`src/rtl/irq_pkg.sv`:
```
package irq_pkg;

    localparam int LVL_W = 3;
    localparam int N_LVL = 1 << LVL_W;

    typedef logic [LVL_W-1:0] lvl_t;
    typedef logic [N_LVL-1:0] lvl_vec_t;

    // one routing-table entry
    typedef struct packed {
        logic en;
        logic edge_md;
        lvl_t lvl;
    } src_cfg_t;

    // what is presented to the CPU
    typedef struct packed {
        logic valid;
        lvl_t level;
    } irq_pick_t;

    // highest set bit wins; level N_LVL-1 is the most urgent
    function automatic irq_pick_t pick_top(lvl_vec_t v);
        irq_pick_t p;
        p = '0;
        for (int i = 0; i < N_LVL; i++) begin
            if (v[i]) begin
                p.valid = 1'b1;
                p.level = lvl_t'(i);
            end
        end
        return p;
    endfunction

    function automatic lvl_vec_t lvl_decode(lvl_t l);
        return lvl_vec_t'(1) << l;
    endfunction

endpackage

```
`src/rtl/irq_cfg_table.sv`:
```
module irq_cfg_table
    import irq_pkg::*;
#(
    parameter int N_INT = 8,
    parameter int N_SRC = 10,
    parameter int SEL_W = 4
) (
    input  logic             clk,
    input  logic             rst,
    input  logic             cfg_we,
    input  logic [SEL_W-1:0] cfg_sel,
    input  logic             cfg_en,
    input  logic             cfg_edge,
    input  lvl_t             cfg_lvl,
    output src_cfg_t         cfg_q [N_SRC]
);

    for (genvar s = 0; s < N_SRC; s++) begin : g_entry
        localparam bit IS_EXT = (s >= N_INT);
        always_ff @(posedge clk) begin
            if (rst) begin
                cfg_q[s] <= '0;
            end else if (cfg_we && cfg_sel == SEL_W'(s)) begin
                cfg_q[s].en      <= cfg_en;
                cfg_q[s].edge_md <= IS_EXT ? cfg_edge : 1'b0;
                cfg_q[s].lvl     <= cfg_lvl;
            end
        end
    end

endmodule

```
`src/rtl/irq_ext_capture.sv`:
```
module irq_ext_capture
    import irq_pkg::*;
#(
    parameter int N_EXT = 2
) (
    input  logic             clk,
    input  logic             rst,
    input  logic [N_EXT-1:0] pin,
    input  logic [N_EXT-1:0] edge_md,
    input  lvl_t             pin_lvl [N_EXT],
    input  logic             ack_valid,
    input  lvl_t             ack_level,
    output logic [N_EXT-1:0] act
);

    logic [N_EXT-1:0] sync1_q, sync2_q, prev_q, latch_q;
    logic [N_EXT-1:0] rise, clr;

    always_ff @(posedge clk) begin
        if (rst) begin
            sync1_q <= '0;
            sync2_q <= '0;
            prev_q  <= '0;
        end else begin
            sync1_q <= pin;
            sync2_q <= sync1_q;
            prev_q  <= sync2_q;
        end
    end

    assign rise = sync2_q & ~prev_q;

    for (genvar e = 0; e < N_EXT; e++) begin : g_pin
        assign clr[e] = ack_valid && (ack_level == pin_lvl[e]);
        // a fresh edge in the same cycle as the acknowledge wins
        always_ff @(posedge clk) begin
            if (rst) latch_q[e] <= 1'b0;
            else     latch_q[e] <= edge_md[e] & (rise[e] | (latch_q[e] & ~clr[e]));
        end
        assign act[e] = edge_md[e] ? latch_q[e] : sync2_q[e];

        a_r8_latch_hold: assert property (@(posedge clk) disable iff (rst)
            (latch_q[e] && !clr[e] && edge_md[e]) |=> latch_q[e]);

        a_r9_ack_clear: assert property (@(posedge clk) disable iff (rst)
            (clr[e] && !rise[e]) |=> !latch_q[e]);

        a_r11_rise_only: assert property (@(posedge clk) disable iff (rst)
            (!latch_q[e] && $past(sync2_q[e]) && sync2_q[e]) |=> !latch_q[e]);
    end

endmodule

```
`src/rtl/irq_level_map.sv`:
```
module irq_level_map
    import irq_pkg::*;
#(
    parameter int N_SRC = 10
) (
    input  src_cfg_t         cfg [N_SRC],
    input  logic [N_SRC-1:0] act,
    output lvl_vec_t         pend
);

    always_comb begin
        pend = '0;
        for (int s = 0; s < N_SRC; s++) begin
            if (act[s] && cfg[s].en) pend = pend | lvl_decode(cfg[s].lvl);
        end
    end

endmodule

```
`src/rtl/irq_ctrl.sv`:
```
module irq_ctrl
    import irq_pkg::*;
#(
    parameter int N_INT = 8,
    parameter int N_EXT = 2,
    localparam int N_SRC = N_INT + N_EXT,
    localparam int SEL_W = (N_SRC > 1) ? $clog2(N_SRC) : 1
) (
    input  logic             clk,
    input  logic             rst,
    input  logic [N_INT-1:0] int_req,
    input  logic [N_EXT-1:0] ext_pin,
    input  logic             cfg_we,
    input  logic [SEL_W-1:0] cfg_sel,
    input  logic             cfg_en,
    input  logic             cfg_edge,
    input  logic [2:0]       cfg_lvl,
    input  logic             lvl_en_we,
    input  logic [7:0]       lvl_en_data,
    input  logic             ack_valid,
    input  logic [2:0]       ack_level,
    output logic             irq_valid,
    output logic [2:0]       irq_level,
    output logic [7:0]       irq_pend
);

    src_cfg_t         cfg_q [N_SRC];
    lvl_t             ext_lvl [N_EXT];
    logic [N_EXT-1:0] ext_edge;
    logic [N_EXT-1:0] ext_act;
    logic [N_SRC-1:0] src_act;
    logic [N_SRC-1:0] src_en;
    lvl_vec_t         pend_c;
    lvl_vec_t         lvl_en_q;
    irq_pick_t        pick;

    irq_cfg_table #(.N_INT(N_INT), .N_SRC(N_SRC), .SEL_W(SEL_W)) u_table (
        .clk      (clk),
        .rst      (rst),
        .cfg_we   (cfg_we),
        .cfg_sel  (cfg_sel),
        .cfg_en   (cfg_en),
        .cfg_edge (cfg_edge),
        .cfg_lvl  (cfg_lvl),
        .cfg_q    (cfg_q)
    );

    for (genvar e = 0; e < N_EXT; e++) begin : g_ext_cfg
        assign ext_lvl[e]  = cfg_q[N_INT+e].lvl;
        assign ext_edge[e] = cfg_q[N_INT+e].edge_md;
    end

    irq_ext_capture #(.N_EXT(N_EXT)) u_ext (
        .clk       (clk),
        .rst       (rst),
        .pin       (ext_pin),
        .edge_md   (ext_edge),
        .pin_lvl   (ext_lvl),
        .ack_valid (ack_valid),
        .ack_level (ack_level),
        .act       (ext_act)
    );

    assign src_act = {ext_act, int_req};

    for (genvar s = 0; s < N_SRC; s++) begin : g_en
        assign src_en[s] = cfg_q[s].en;
    end

    irq_level_map #(.N_SRC(N_SRC)) u_map (
        .cfg  (cfg_q),
        .act  (src_act),
        .pend (pend_c)
    );

    always_ff @(posedge clk) begin
        if (rst)            lvl_en_q <= '0;
        else if (lvl_en_we) lvl_en_q <= lvl_en_data;
    end

    assign pick = pick_top(pend_c & lvl_en_q);

    always_ff @(posedge clk) begin
        if (rst) begin
            irq_valid <= 1'b0;
            irq_level <= '0;
            irq_pend  <= '0;
        end else begin
            irq_valid <= pick.valid;
            irq_level <= pick.level;
            irq_pend  <= pend_c;
        end
    end

    // presented level is the top unmasked pending bit
    a_r3_top_level: assert property (@(posedge clk) disable iff (rst)
        irq_valid |-> (((irq_pend & $past(lvl_en_q)) >> irq_level) == 8'd1));

    a_r6_valid_matches: assert property (@(posedge clk) disable iff (rst)
        irq_valid == (|(irq_pend & $past(lvl_en_q))));

    a_r5_disabled_silent: assert property (@(posedge clk) disable iff (rst)
        ((src_act & src_en) == '0) |=> (irq_pend == '0));

    a_r2_pend_follows: assert property (@(posedge clk) disable iff (rst)
        (|(src_act & src_en)) |=> (irq_pend != '0));

endmodule

```
`config.mk`:
```
export PLATFORM = sky130hd
export DESIGN_NAME = irq_ctrl
export DESIGN_NICKNAME = d
export VERILOG_FILES = /design/src/rtl/irq_pkg.sv /design/src/rtl/irq_cfg_table.sv /design/src/rtl/irq_ext_capture.sv /design/src/rtl/irq_level_map.sv /design/src/rtl/irq_ctrl.sv
export SDC_FILE = /design/constraint.sdc
export NUM_CORES = 1
export LEC_CHECK = 0
export BUFFER_PORTS_ARGS = -buffer_cell sky130_fd_sc_hd__buf_2
export CORE_AREA = 5 5 113 115
export CTS_BUF_LIST = sky130_fd_sc_hd__clkbuf_2 sky130_fd_sc_hd__clkbuf_4 sky130_fd_sc_hd__clkbuf_8
export DETAILED_ROUTE_END_ITERATION = 6
export DIE_AREA = 0 0 118 120
export MAX_ROUTING_LAYER = met4
export PLACE_DENSITY = 0.57
export SLEW_MARGIN = 5
export SYNTH_ARGS = -nofsm -noshare
export SYNTH_HDL_FRONTEND = slang
export SYNTH_SLANG_ARGS = --single-unit
```
`constraint.sdc`:
```
create_clock -name clk -period 2.3 [get_ports clk]
set_input_delay 0.115 -clock clk [delete_from_list [all_inputs] [get_ports clk]]
set_output_delay 0.115 -clock clk [all_outputs]
set_load 0.05 [all_outputs]
```
==> flow_summary.json <==
{
  "finalPower_mw": 2.56,
  "powerDensity_nw_per_um2": 634,
  "diodes": 0,
  "slew_violations": 0,
  "viasPerCell": 5.19,
  "outcome": "finished, final reports clean",
  "worstHoldPathCells": 3,
  "grt_overflow": 0,
  "max_freq_ghz": 0.507,
  "whs_endpoint": "lvl_en_q[1]",
  "nets": 463,
  "switching_share_pct": 24.1,
  "crit_type": "register to register",
  "die_h_um": 120,
  "row_count": 40,
  "pwr-share-seq_pct": 48.9,
  "p_leak_nw": 1.54,
  "internal_power_mw": 1.94,
  "finalSetupTns_ps": 0,
  "cts_buffers": 9,
  "fin_skew_ps": 9.44,
  "hp-class": "input pin to register",
  "crit-reg2reg-launch": "u_table.cfg_q[47]",
  "hp-start": "lvl_en_data[1]",
  "initial_core_util_pct": 28.9,
  "antenna_found_initial": 0,
  "ant_nets": 0,
  "yosys.area.top_type_share_pct": 41.5,
  "die_x_um": 118,
  "path_max_fanout": 4,
  "root_buffer": "clkbuf_8",
  "relSlewSlack_pct": 56.2,
  "endpoint_kind": "register",
  "yosys_warnings": 0,
  "finalSetupViolations": 0,
  "numClockSinks": 70,
  "post_dp_cell_area_um2": 3760,
  "synth_edf_count": 0,
  "synth.ff_latch_count": 70,
  "switchingPower_mw": 0.616,
  "seq_area_um2": 1400,
  "power_frac_comb_pct": 7.0,
  "critPathSlowestCell": "nor4_1",
  "htree_levels": 3,
  "async_flop_share_pct": 0,
  "synth_cell_types": 44,
  "hold_viol_final": 0,
  "grt_max_degree": 53,
  "crit_chain": "nand2b_1, o22ai_1, nor4_1, buf_4, a21boi_0, o211ai_1, a21oi_1",
  "clock_path_buffers": 2,
  "worst_slack_ps": 327,
  "post-route-cell-area_um2": 4040,
  "startpoint_type": "register",
  "areaGrowthSynthToFinish_pct": 19.4,
  "multi_input_comb_area_um2": 1890,
  "drc": 0,
  "netlist_instances": 382,
  "worstSkewPairLatency_ps": 350,
  "synth_area_um2": 3380,
  "wl_mm": 9.63,
  "ff2ff_setup_slack_ps": 330,
  "power.share.clock_pct": 44.1,
  "finalNonFillerCells": 580,
  "dp_cells": 559,
  "period_needed_ps": 1970,
  "worstPathRequired_ps": 2520,
  "tightest_slew_ps": 651,
  "grt_pass1_vias": 2864,
  "synth_top_area_cell": "dfxtp_1",
  "ir_drop_mv": 0.225,
  "arrival_ps": 2200,
  "wl_per_cell_um": 16.6,
  "finalCritPeriodShare_pct": 85.8,
  "grt_usage_pct": 13.9,
  "hpwlAfterDp_mm": 7.24,
  "rsz0062_at_grt": "no",
  "drive_above_1_share_pct": 18.5,
  "synth_area_per_cell_um2": 8.85,
  "reg2reg_to": "irq_level[1]",
  "synth_nets": 417,
  "tritoncts": "done",
  "synthFlopType": "dfxtp_1",
  "cap_violations": 0,
  "clk_pin_slew_ps": 80,
  "die-area_um2": 14200,
  "fill_cells": 1252,
  "ys_seq_area_share_pct": 41.5,
  "portBuffers": 46,
  "grt_pass1_wl_mm": 15.1,
  "cp_slowest_stage_delay_ps": 490,
  "core_area_um2": 11700,
  "ff2ff_path_depth": 7,
  "ioPinCount": 47,
  "gp_congestion": 0.942,
  "first_pass_iters": 4,
  "drt-initial-drc-count": 183,
  "vias": 3012,
  "dp_slack_ps": 357,
  "yosys-top-cells-area": "dfxtp_1 41%, mux2i_1 14%, nor2_1 6.9%"
}
Yosys cell counts (2+ instances only):
library cell / n
o21ai_1: 2
mux2i_1: 48
a31o_1: 2
o32ai_1: 2
nor3_1: 2
nand3b_1: 18
nor4_1: 8
or3b_2: 4
dfxtp_1: 70
nor2b_1: 12
a21oi_1: 11
nor2_1: 62
nor3b_1: 2
nand2_1: 18
a32oi_1: 2
a31oi_1: 5
xnor2_1: 6
clkbuf_1: 19
or3b_1: 2
o22ai_1: 29
nor3b_2: 2
nand3_1: 14
or4_1: 2
or3_1: 3
nand4_1: 3
inv_1: 3
nand2b_1: 14
stage by stage:
step	util [%]	hold WS, ps
floorplan	-	243
global placement	32.1	330
detailed placement	32.1	332
CTS	34.5	0.721
global route	34.5	21.6
finish	34.5	10.8
critical path: cells and delay by family (launching register included):
kind | cells | cell delay, ps
AO/OA/AOI/OAI | 4 | 550
buffers and inverters | 1 | 200
flip-flops | 1 | 390
AND/OR/NAND/NOR | 2 | 720
area by class of cell:
cell class                 count  area share [%]
multi-input combinational    289            46.9
tap                          147            4.56
sequential                    70            34.7
inverter                       3           0.279
clock inverter                 6            2.32
clock buffer                  10            3.25
timing repair buffer          55            8.00
cell families after synthesis:
| kind of cell | count (synthesis) | share of synthesized area (%) |
|---|---|---|
| buf+inv | 23 | 2.55 |
| xor+xnor | 6 | 1.55 |
| simple gates | 173 | 27.8 |
| compound gates | 62 | 12.5 |
| flops | 70 | 41.5 |
| mux | 48 | 14.2 |
how the worst max path moves through the flow:
| stage | startpoint | to | slack [ps] | depth (start not counted) |
|---|---|---|---|---|
| floorplan | u_table.cfg_q[30] | irq_valid | 610 | 6 |
| global placement | u_table.cfg_q[47] | irq_level[1] | 320 | 7 |
| detailed placement | u_table.cfg_q[47] | irq_level[1] | 360 | 7 |
| CTS | u_table.cfg_q[47] | irq_level[1] | 340 | 7 |
| global route | u_table.cfg_q[47] | irq_level[1] | 200 | 7 |
| finish | u_table.cfg_q[47] | irq_level[1] | 330 | 7 |
per-layer routing:
layer | vias up | part of all wire (%) | GRT usage, %
li1 | 1467 | - | -
met5 | - | 0 | -
met2 | 95 | 44 | 20.6
met1 | 1434 | 49 | 18.8
met4 | 0 | 1.8 | 4.52
met3 | 16 | 5.0 | 3.06
power by group through the flow:
stage | sequential [mW] | clock (mW) | combinational (mW)
after CTS | 1.25 | 1.16 | 0.182
after global placement | 1.28 | 0 | 0.171
after global routing | 1.26 | 1.21 | 0.199
final | 1.25 | 1.13 | 0.179
after detailed placement | 1.28 | 0 | 0.174
after floorplan | 1.28 | 0 | 0.103
layout by cell type, fill, tap and decap left out, drive strengths merged, types with 3 or more instances in the layout:
| cell | n |
|---|---|
| o22ai | 29 |
| nand2 | 19 |
| mux2i | 48 |
| or3b | 6 |
| or4 | 3 |
| or3 | 3 |
| clkbuf | 10 |
| o21ai | 3 |
| nor3b | 4 |
| nand4 | 3 |
| a21oi | 11 |
| xnor2 | 6 |
| dlygate4sd3 | 5 |
| nand2b | 15 |
| dfxtp | 70 |
| inv | 5 |
| nor4 | 8 |
| nor2 | 62 |
| nand3 | 14 |
| a31o | 3 |
| a31oi | 5 |
| buf | 50 |
| nor2b | 12 |
| nand3b | 18 |
timing repair:
item,4_1_cts,5_1_grt
resized for setup,0,0
hold buffers,5,0
setup buffers,0,0
hold endpoints to repair,5,0
flip-flops by register name, indices dropped and copies added, names as in the netlist:
register and cells:
irq_pend 8, u_ext.latch_q 2, u_ext.prev_q 2, irq_valid 1, u_ext.sync2_q 2, irq_level 3, lvl_en_q 8, u_ext.sync1_q 2
u_table.cfg_q 42
No activity file was read; power rests on OpenSTA's default activity.
